<file path="config.mk">
export PLATFORM = sky130hd
export DESIGN_NAME = branch_seq_unit
export DESIGN_NICKNAME = d
export VERILOG_FILES = /design/src/rtl/brsq_pkg.sv /design/src/rtl/brsq_word_disp.sv /design/src/rtl/brsq_target_calc.sv /design/src/rtl/brsq_pc_chain.sv /design/src/rtl/branch_seq_unit.sv
export SDC_FILE = /design/constraint.sdc
export NUM_CORES = 1
export LEC_CHECK = 0
export ABC_AREA = 1
export BUFFER_PORTS_ARGS = -buffer_cell sky130_fd_sc_hd__buf_2
export CORE_MARGIN = 3
export CORE_UTILIZATION = 42
export DETAILED_ROUTE_END_ITERATION = 7
export PLACE_DENSITY = 0.7
export SLEW_MARGIN = 30
export SYNTH_ARGS = -nofsm -noshare
export SYNTH_HDL_FRONTEND = slang
export SYNTH_SLANG_ARGS = --single-unit
</file>
<file path="constraint.sdc">
create_clock -name clk -period 4.3 [get_ports clk]
set_input_delay 0.43 -clock clk [delete_from_list [all_inputs] [get_ports clk]]
set_output_delay 0.43 -clock clk [all_outputs]
set_load 0.02 [all_outputs]
</file>
<file path="src/rtl/brsq_pkg.sv">
// brsq_pkg: shared types and widths for the branch sequencer.
// Assumes a 32-bit address space with 4-byte instructions.
package brsq_pkg;
    localparam int XLEN     = 32;
    localparam int FMT_BITS = 3;

    typedef enum logic [FMT_BITS-1:0] {
        FMT_WORD_S = 3'd0,
        FMT_WORD_M = 3'd1,
        FMT_WORD_L = 3'd2,
        FMT_SPLIT  = 3'd3,
        FMT_REGIMM = 3'd4
    } brsq_fmt_e;

    typedef struct packed {
        logic [XLEN-1:0] pc;
        logic [XLEN-1:0] npc;
        logic [XLEN-1:0] nnpc;
    } brsq_chain_t;
endpackage

</file>
<file path="src/rtl/brsq_word_disp.sv">
// brsq_word_disp: forms a byte displacement from the low BITS bits of an
// instruction word (word offset), scaled by four and sign-extended.
// Assumes BITS+2 <= XLEN.
module brsq_word_disp #(
    parameter int XLEN = 32,
    parameter int BITS = 19
) (
    input  logic [XLEN-1:0] insn,
    output logic [XLEN-1:0] disp
);
    localparam int EXT = XLEN - BITS - 2;

    generate
        if (EXT > 0) begin : g_ext
            // Replicate the field's top bit above the scaled field.
            always_comb disp = {{EXT{insn[BITS-1]}}, insn[BITS-1:0], 2'b00};
        end else begin : g_full
            // Field fills the word once scaled; no extension needed.
            always_comb disp = {insn[BITS-1:0], 2'b00};
        end
    endgenerate
endmodule

</file>
<file path="src/rtl/brsq_target_calc.sv">
// brsq_target_calc: picks the displacement for the selected format and
// adds it to the PC, or adds a 13-bit immediate to a register operand.
// Assumes the format select is stable while the target is consumed.
module brsq_target_calc
    import brsq_pkg::*;
#(
    parameter int W_SHORT = 19,
    parameter int W_MID   = 22,
    parameter int W_LONG  = 30,
    parameter int IMM_W   = 13,
    parameter int SPL_HI  = 2,
    parameter int SPL_LO  = 14
) (
    input  logic [XLEN-1:0]     pc,
    input  logic [XLEN-1:0]     insn,
    input  logic [FMT_BITS-1:0] fmt_sel,
    input  logic [XLEN-1:0]     reg_operand,
    output logic [XLEN-1:0]     target
);
    localparam int NWORD   = 3;
    localparam int SPL_W   = SPL_HI + SPL_LO + 2;
    localparam int SPL_HIP = 20;

    function automatic int word_bits(input int idx);
        return (idx == 0) ? W_SHORT : (idx == 1) ? W_MID : W_LONG;
    endfunction

    logic [XLEN-1:0] word_disp [NWORD];
    logic [SPL_W-1:0] split_raw;
    logic [XLEN-1:0] split_disp;
    logic [XLEN-1:0] imm_ext;
    logic [XLEN-1:0] disp;

    for (genvar gi = 0; gi < NWORD; gi++) begin : g_word
        brsq_word_disp #(.XLEN(XLEN), .BITS(word_bits(gi))) u_wd (
            .insn (insn),
            .disp (word_disp[gi])
        );
    end

    // Assemble the split displacement from its two separated fields.
    always_comb begin
        split_raw  = {insn[SPL_HIP+SPL_HI-1:SPL_HIP], insn[SPL_LO-1:0], 2'b00};
        split_disp = {{(XLEN-SPL_W){split_raw[SPL_W-1]}}, split_raw};
        imm_ext    = {{(XLEN-IMM_W){insn[IMM_W-1]}}, insn[IMM_W-1:0]};
    end

    // Select the displacement; unused codes give zero.
    always_comb begin
        case (fmt_sel)
            FMT_WORD_S: disp = word_disp[0];
            FMT_WORD_M: disp = word_disp[1];
            FMT_WORD_L: disp = word_disp[2];
            FMT_SPLIT:  disp = split_disp;
            default:    disp = '0;
        endcase
    end

    // Form the target from the PC or from the register operand.
    always_comb begin
        if (fmt_sel == FMT_REGIMM) target = reg_operand + imm_ext;
        else                       target = pc + disp;
    end

    always_comb begin
        if (pc[1:0] == 2'b00 && fmt_sel < FMT_REGIMM)
            AST_ALIGNED_TARGET: assert (target[1:0] == 2'b00);
    end
endmodule

</file>
<file path="src/rtl/brsq_pc_chain.sv">
// brsq_pc_chain: holds PC, NPC and NNPC and advances them per the branch
// outcome. Assumes target is valid in any cycle where advance is high.
module brsq_pc_chain
    import brsq_pkg::*;
#(
    parameter logic [XLEN-1:0] RESET_PC = '0,
    parameter int              STEP     = 4
) (
    input  logic            clk,
    input  logic            rst_n,
    input  logic            advance,
    input  logic            taken,
    input  logic            annul,
    input  logic [XLEN-1:0] target,
    output brsq_chain_t     chain
);
    localparam logic [XLEN-1:0] STEP_V = XLEN'(STEP);

    brsq_chain_t nxt;

    // Choose the following chain state from the branch outcome.
    always_comb begin
        if (taken) begin
            nxt.pc   = chain.npc;
            nxt.npc  = target;
            nxt.nnpc = target + STEP_V;
        end else if (annul) begin
            nxt.pc   = chain.nnpc;
            nxt.npc  = chain.nnpc + STEP_V;
            nxt.nnpc = chain.nnpc + (STEP_V << 1);
        end else begin
            nxt.pc   = chain.npc;
            nxt.npc  = chain.nnpc;
            nxt.nnpc = chain.nnpc + STEP_V;
        end
    end

    // Register the chain on reset or on an advance strobe.
    always_ff @(posedge clk) begin
        if (!rst_n) begin
            chain.pc   <= RESET_PC;
            chain.npc  <= RESET_PC + STEP_V;
            chain.nnpc <= RESET_PC + (STEP_V << 1);
        end else if (advance) begin
            chain <= nxt;
        end
    end

    AST_RESET_VALUES: assert property (@(posedge clk)
        $past(!rst_n) |-> chain.pc == RESET_PC && chain.npc == RESET_PC + STEP_V)
        else $error("reset values");
    AST_HOLD_IDLE: assert property (@(posedge clk) disable iff (!rst_n)
        $past(rst_n) && !$past(advance) |-> $stable(chain))
        else $error("hold");
    AST_SEQ_STEP: assert property (@(posedge clk) disable iff (!rst_n)
        advance && !taken && !annul |=>
        chain.pc == $past(chain.npc) && chain.npc == $past(chain.nnpc))
        else $error("seq");
    AST_ANNUL_SKIP: assert property (@(posedge clk) disable iff (!rst_n)
        advance && !taken && annul |=>
        chain.pc == $past(chain.nnpc) && chain.npc == chain.pc + STEP_V)
        else $error("annul");
    AST_TAKEN_REDIRECT: assert property (@(posedge clk) disable iff (!rst_n)
        advance && taken |=>
        chain.pc == $past(chain.npc) && chain.npc == $past(target))
        else $error("taken");
endmodule

</file>
<file path="src/rtl/branch_seq_unit.sv">
// branch_seq_unit: top of the branch target and delay-slot sequencer.
// Computes the branch target combinationally from the current PC and
// steps the PC/NPC/NNPC chain on each advance strobe.
// Assumes decode has already classified the word and evaluated the condition.
module branch_seq_unit
    import brsq_pkg::*;
(
    input  logic                clk,
    input  logic                rst_n,
    input  logic                advance,
    input  logic [XLEN-1:0]     insn,
    input  logic [FMT_BITS-1:0] fmt_sel,
    input  logic [XLEN-1:0]     reg_operand,
    input  logic                taken,
    input  logic                annul,
    output logic [XLEN-1:0]     target,
    output logic [XLEN-1:0]     pc,
    output logic [XLEN-1:0]     npc,
    output logic [XLEN-1:0]     nnpc
);
    brsq_chain_t chain;

    brsq_target_calc u_tgt (
        .pc          (chain.pc),
        .insn        (insn),
        .fmt_sel     (fmt_sel),
        .reg_operand (reg_operand),
        .target      (target)
    );

    brsq_pc_chain u_chain (
        .clk     (clk),
        .rst_n   (rst_n),
        .advance (advance),
        .taken   (taken),
        .annul   (annul),
        .target  (target),
        .chain   (chain)
    );

    // Expose the chain registers as separate ports.
    always_comb begin
        pc   = chain.pc;
        npc  = chain.npc;
        nnpc = chain.nnpc;
    end
endmodule

</file>
* Word-level counts from Yosys, hierarchy flattened *
Index checks and enable logic that the tools add are counted.
Widths: inputs -> output; s select.

storage, ports and cells
  bits in registers = 96
  output and inout bits = 128

operators by class
  $add $sub $neg = 5
  eq/ne operators = 4
  mux-type cells = 4
  reductions and logical operators = 1

operator list
  operator               count
  $mux 96                2
  $pmux 32 s4            1
  $add 32x3->32 const B  2
  $add 32x32->32         2
  $add 32x4->32 const B  1
  $mux 32                1
  $eq 3x2->1 const B     2
  $eq 3x1->1 const B     1
  $eq 3x3->1 const B     1
  $logic_not 3->1        1

* Depth between registers and ports, before layout *
  word-level depth = 6
  depth in mapped cells = 27
  mapped depth without buffers = 27

* Cells and area by module *
From an unflattened synthesis, not the netlist that was laid out.

unflattened totals
  cells, all modules = 2,456
  area, all modules = 13,484.2 µm²

modules (own cells, without submodules)
  module            times used  cells each  area each (µm²)  seq. area each (µm²)
  brsq_pc_chain     1           1,092       6,810.3          1,921.8
  brsq_target_calc  1           1,265       5,941.9          0.0
  brsq_word_disp    3           33          244.0            0.0

* Least setup slack after synthesis *
No wires, ideal clock.

  path type = in2reg
  start = in fmt_sel[2]
  end = reg, netlist name u_chain.chain[20]
  setup time = 0.132 ns
  arrival time = 3.525 ns
  required time = 4.168 ns
  slack = 0.643 ns
  stages = 20
  buffers on the path = 2
  cell sequence = buf_1 > clkbuf_1 > nor2_1 > ha_1 > inv_1 > fa_1 > or2_2 > nand2_1 > ha_1 > nand2_4 > nor2_4 > nand3_2 > nor2_2 > nand3_2 > nor2_4 > nand2_1 > nand2_1 > nand2_1 > nand3_1 > a21oi_1

between the ends
  word-level cells in the longest chain between the ends = 6
  elaborated cells on any way between the ends = 10
  those cells by class = 2 x add/sub; 4 x eq/ne; 3 x mux; 1 x reduce/logical

RTL lines
  what                                RTL line                RTL
  start, declared                     branch_seq_unit.sv:12   input logic [FMT_BITS-1:0] fmt_sel,
  $eq 3x2->1 (tied with other cells)  brsq_target_calc.sv:50  case (fmt_sel)
  $pmux 32 s4                         brsq_target_calc.sv:50
  $add 32x32->32                      brsq_target_calc.sv:62  else target = pc + disp;
  $mux 32 *                           brsq_target_calc.sv:61  if (fmt_sel == FMT_REGIMM) target = reg_operand + imm_ext;
  named net target[3]                 branch_seq_unit.sv:16   output logic [XLEN-1:0] target,
  $add 32x3->32 *                     brsq_pc_chain.sv:26     nxt.nnpc = target + STEP_V;
  $mux 96 *                           brsq_pc_chain.sv:23     if (taken) begin

The timed path passes the listed nets; every way through them passes the cells marked *.
A chain may end at the register's enable or synchronous reset.

* Worst setup path after layout *
  start = in fmt_sel[1]
  end = out target[31]

between the ends
  word-level cells in the longest chain between the ends = 4
  elaborated cells on any way between the ends = 8
  those cells by class = 1 x add/sub; 4 x eq/ne; 2 x mux; 1 x reduce/logical

RTL lines
  what                                RTL line
  $eq 3x2->1 (tied with other cells)  brsq_target_calc.sv:50
  $pmux 32 s4                         brsq_target_calc.sv:50
  $add 32x32->32                      brsq_target_calc.sv:62
  $mux 32 *                           brsq_target_calc.sv:61
  end, declared                       branch_seq_unit.sv:16

Mark *: on every way between the ends. The rest lies on a longest branch, timed or not.

==> flow_summary.toml <==
[floorplanning]
dieArea_um2 = 29700
initial_core_util_pct = 42.9
core_area_um2 = 27100
fp.dieH_um = 172
rows = 60
ioPinCount = 200
die_x_um = 172

[sta]
final-hold-violation-count = 0
slew_viol_final = 0
fin_skew_ns = 0.0152
fmax_mhz = 257
fin_tns_setup_ns = 0
fin_crit_ns = 3.89
tightest_slew_ns = 0.990
timing.slew.headroom_pct = 33.6
rsz0062_at_grt = "false"
finalSetupViolCount = 0
period_share_pct = 90.4

[status]
outcome = "completed"

[logic_synthesis]
yosys_warnings = 0
yosysTopAreaCell = "nand2_1"
synth_top_area_share_pct = 21.4
yosysSeqAreaShare_pct = 16.5
synth.avg_cell_area_um2 = 5.52
synth_fp_nets = 2244
synth_area_leaders = "nand2_1, dfxtp_1, inv_1"
synth_cell_types = 50
ys_seq_elements = 96
syn_area_um2 = 11600
syn_inst = 2106

[setup_path]
critPathMaxFanout = 5
worstSetupPathType = "input pin to primary output"
cp.required_ns = 3.87
arrival_ns = 3.46
cp-start-kind = "input pin"
end_kind = "primary output"

[clock_tree]
cts_num_sinks = 96
post_cts_buffers = 0
numCtsBuffers = 9
clock_path_buffers = 2
cts_root_buf = "clkbuf_16"
cts_resized = 0
clk_pin_slew_worst_paths_ns = 0.08
holdBufCountCts = 0
cts_tree = "done"
insertion_delay_ns = 0.37
htree_levels = 3

[finish]
syn2layout_area_growth_pct = 13.8
reg.largest.list = "u_chain.chain x96"
regMostFlops = "u_chain.chain"
nets = 2401
largest_register_ffs = 96
drive_above_1_share_pct = 12.2
num_antenna_cells = 0

[grt]
grt_pass1_wl_um = 71900
antenna_found_initial = 0
grt_max_degree = 83
grt_usage_pct = 30.8
grt_pass1_vias = 13000
grt-ovfl-total = 0

[drt]
num_vias = 14700
drtAntennaViolNets = 0
first_pass_iters = 6
drt_iter0_drc = 1903
drt_wl_total_um = 47200
avgViaCountPerCell = 5.55
drc = 0
wl_per_cell_um = 17.9

[place]
dp.final_hpwl_um = 37500
gp_congestion = 1.00
portBuffers = 197

[pwr]
leakage_uw = 0.00703
total_power_uw = 3430
ir_worst_vdd_mv = 0.187
cellPowerDensity_nw_per_um2 = 259

[min_path]
min_path_type = "flop to flop"

[flow_run]
cap_violations = 0
## cells in the mapped netlist, drive strengths merged
master  count
clkinv      1
xnor2       1
nand3     190
fa          2
clkbuf     49
or2         2
nand2     667
o31ai       1
a41oi       5
a31oi      27
o21a        5
o211ai     41
a211oi      1
o21ai     108
a21oi     134
o311ai      2
a32o        1
nor2      191
inv       342
o22ai       2
a221oi      6
nand3b     16
nand4      18
xor2       36
a22oi      15
o221ai     13
nor3       32
nor4        9
o21bai      4
a21o        2
buf        18
dfxtp      96
and2        5
ha         64
## kinds of logic (layout without fill, tap and decap cells)
kind of cell,Yosys count,count (layout),share of synthesized area (%)
and+or+nand+nor,1130,1130,41.5
buffers and inverters,410,572,13.4
AOI/OAI and AO/OA,367,367,18.5
DFF,96,96,16.5
adders and majority gates,66,66,7.23
xor gates and xnor gates,37,37,2.79
## worst max-delay path, stage by stage
cell and delay (ns):
buf_2 0.13, inv_2 0.07, nor3_1 0.23, nand2_1 0.19
nand2_1 0.14, inv_1 0.08, nand2_1 0.06, ha_1 0.30
nand2_1 0.21, inv_1 0.06, nand2_1 0.06, nand3_1 0.09
a21oi_1 0.23, nand2_1 0.14, a21oi_1 0.20, nor2_1 0.06
nor2_1 0.08, nand2_1 0.05, o21ai_1 0.36, buf_2 0.29
## final timing paths
check | slack [ns] | cells past startpoint | endpoint | startpoint
max | 0.41 | 20 | target[31] | fmt_sel[1]
min | 0.49 | 2 | u_chain.chain[38]$_SDFFE_PN0P_ | u_chain.chain[38]$_SDFFE_PN0P_
max reg2reg | 0.84 | 20 | u_chain.chain[22]$_SDFFE_PN0P_ | u_chain.chain[66]$_SDFFE_PN0P_
min reg2reg | 0.49 | 2 | u_chain.chain[38]$_SDFFE_PN0P_ | u_chain.chain[38]$_SDFFE_PN0P_
## layout by cell type (no fill, tap or decap), types with 2 or more instances in the layout
cell       count
o21ai_1        2
inv_2         10
nand2_1      662
nand2_2        3
buf_2        196
nand4_1       17
a31oi_1       27
o221ai_1      13
or2_2          2
a221oi_1       6
and2_1         5
a21o_1         2
o21bai_1       4
clkinv_1       2
nor3_1        30
ha_1          64
dfxtp_1       96
inv_6          2
clkbuf_16      9
o211ai_1      41
nand3_1      182
xor2_1        36
a22oi_1       15
o21a_1         5
inv_1        331
nor2_4         5
inv_8          2
nand2_4        2
nand3_2        7
nor2_1       174
a41oi_1        5
nand3b_1      16
a21oi_1      133
buf_4         16
nor4_1         9
o22ai_1        2
o21ai_0      105
fa_1           2
nor2_2        12
## per-stage QoR
step	std cells	cell area, um^2	utilization [%]	hold WS (ns)	setup slack [ns]
2_1_floorplan	2106	11600	-	0.557	0.643
3_3_place_gp	2624	12900	47.8	0.466	0.434
3_5_place_dp	2624	12900	47.8	0.473	0.421
4_1_cts	2640	13200	48.8	0.486	0.405
5_1_grt	2640	13200	48.8	0.506	0.146
6_report	2640	13200	48.8	0.486	0.411
## layout make-up
cell class / instances / area, um^2
Fill cell: 2921 / 13900
Multi-Input combinational cell: 1600 / 8150
Sequential cell: 96 / 1920
Inverter: 343 / 1290
Timing Repair Buffer: 213 / 1120
Tap cell: 372 / 465
Clock buffer: 9 / 225
Clock inverter: 7 / 61.3
## where the power goes
| part | switching, uW | leakage [uW] | internal (uW) |
|---|---|---|---|
| Combinational | 1070 | 0.00610 | 460 |
| Clock | 431 | 0.000140 | 407 |
| Sequential | 103 | 0.000793 | 957 |
## per-layer routing
layer  vias to the layer above  routed length (um)  global-route usage, %
met5                         -                   0                      0
met4                         0                1440                   8.54
met3                        98                4830                   5.03
met2                       799               20400                   48.6
met1                      6591               20600                   43.3
li1                       7172                   -                      -
Note: power is estimated with default switching activity, not from simulation.
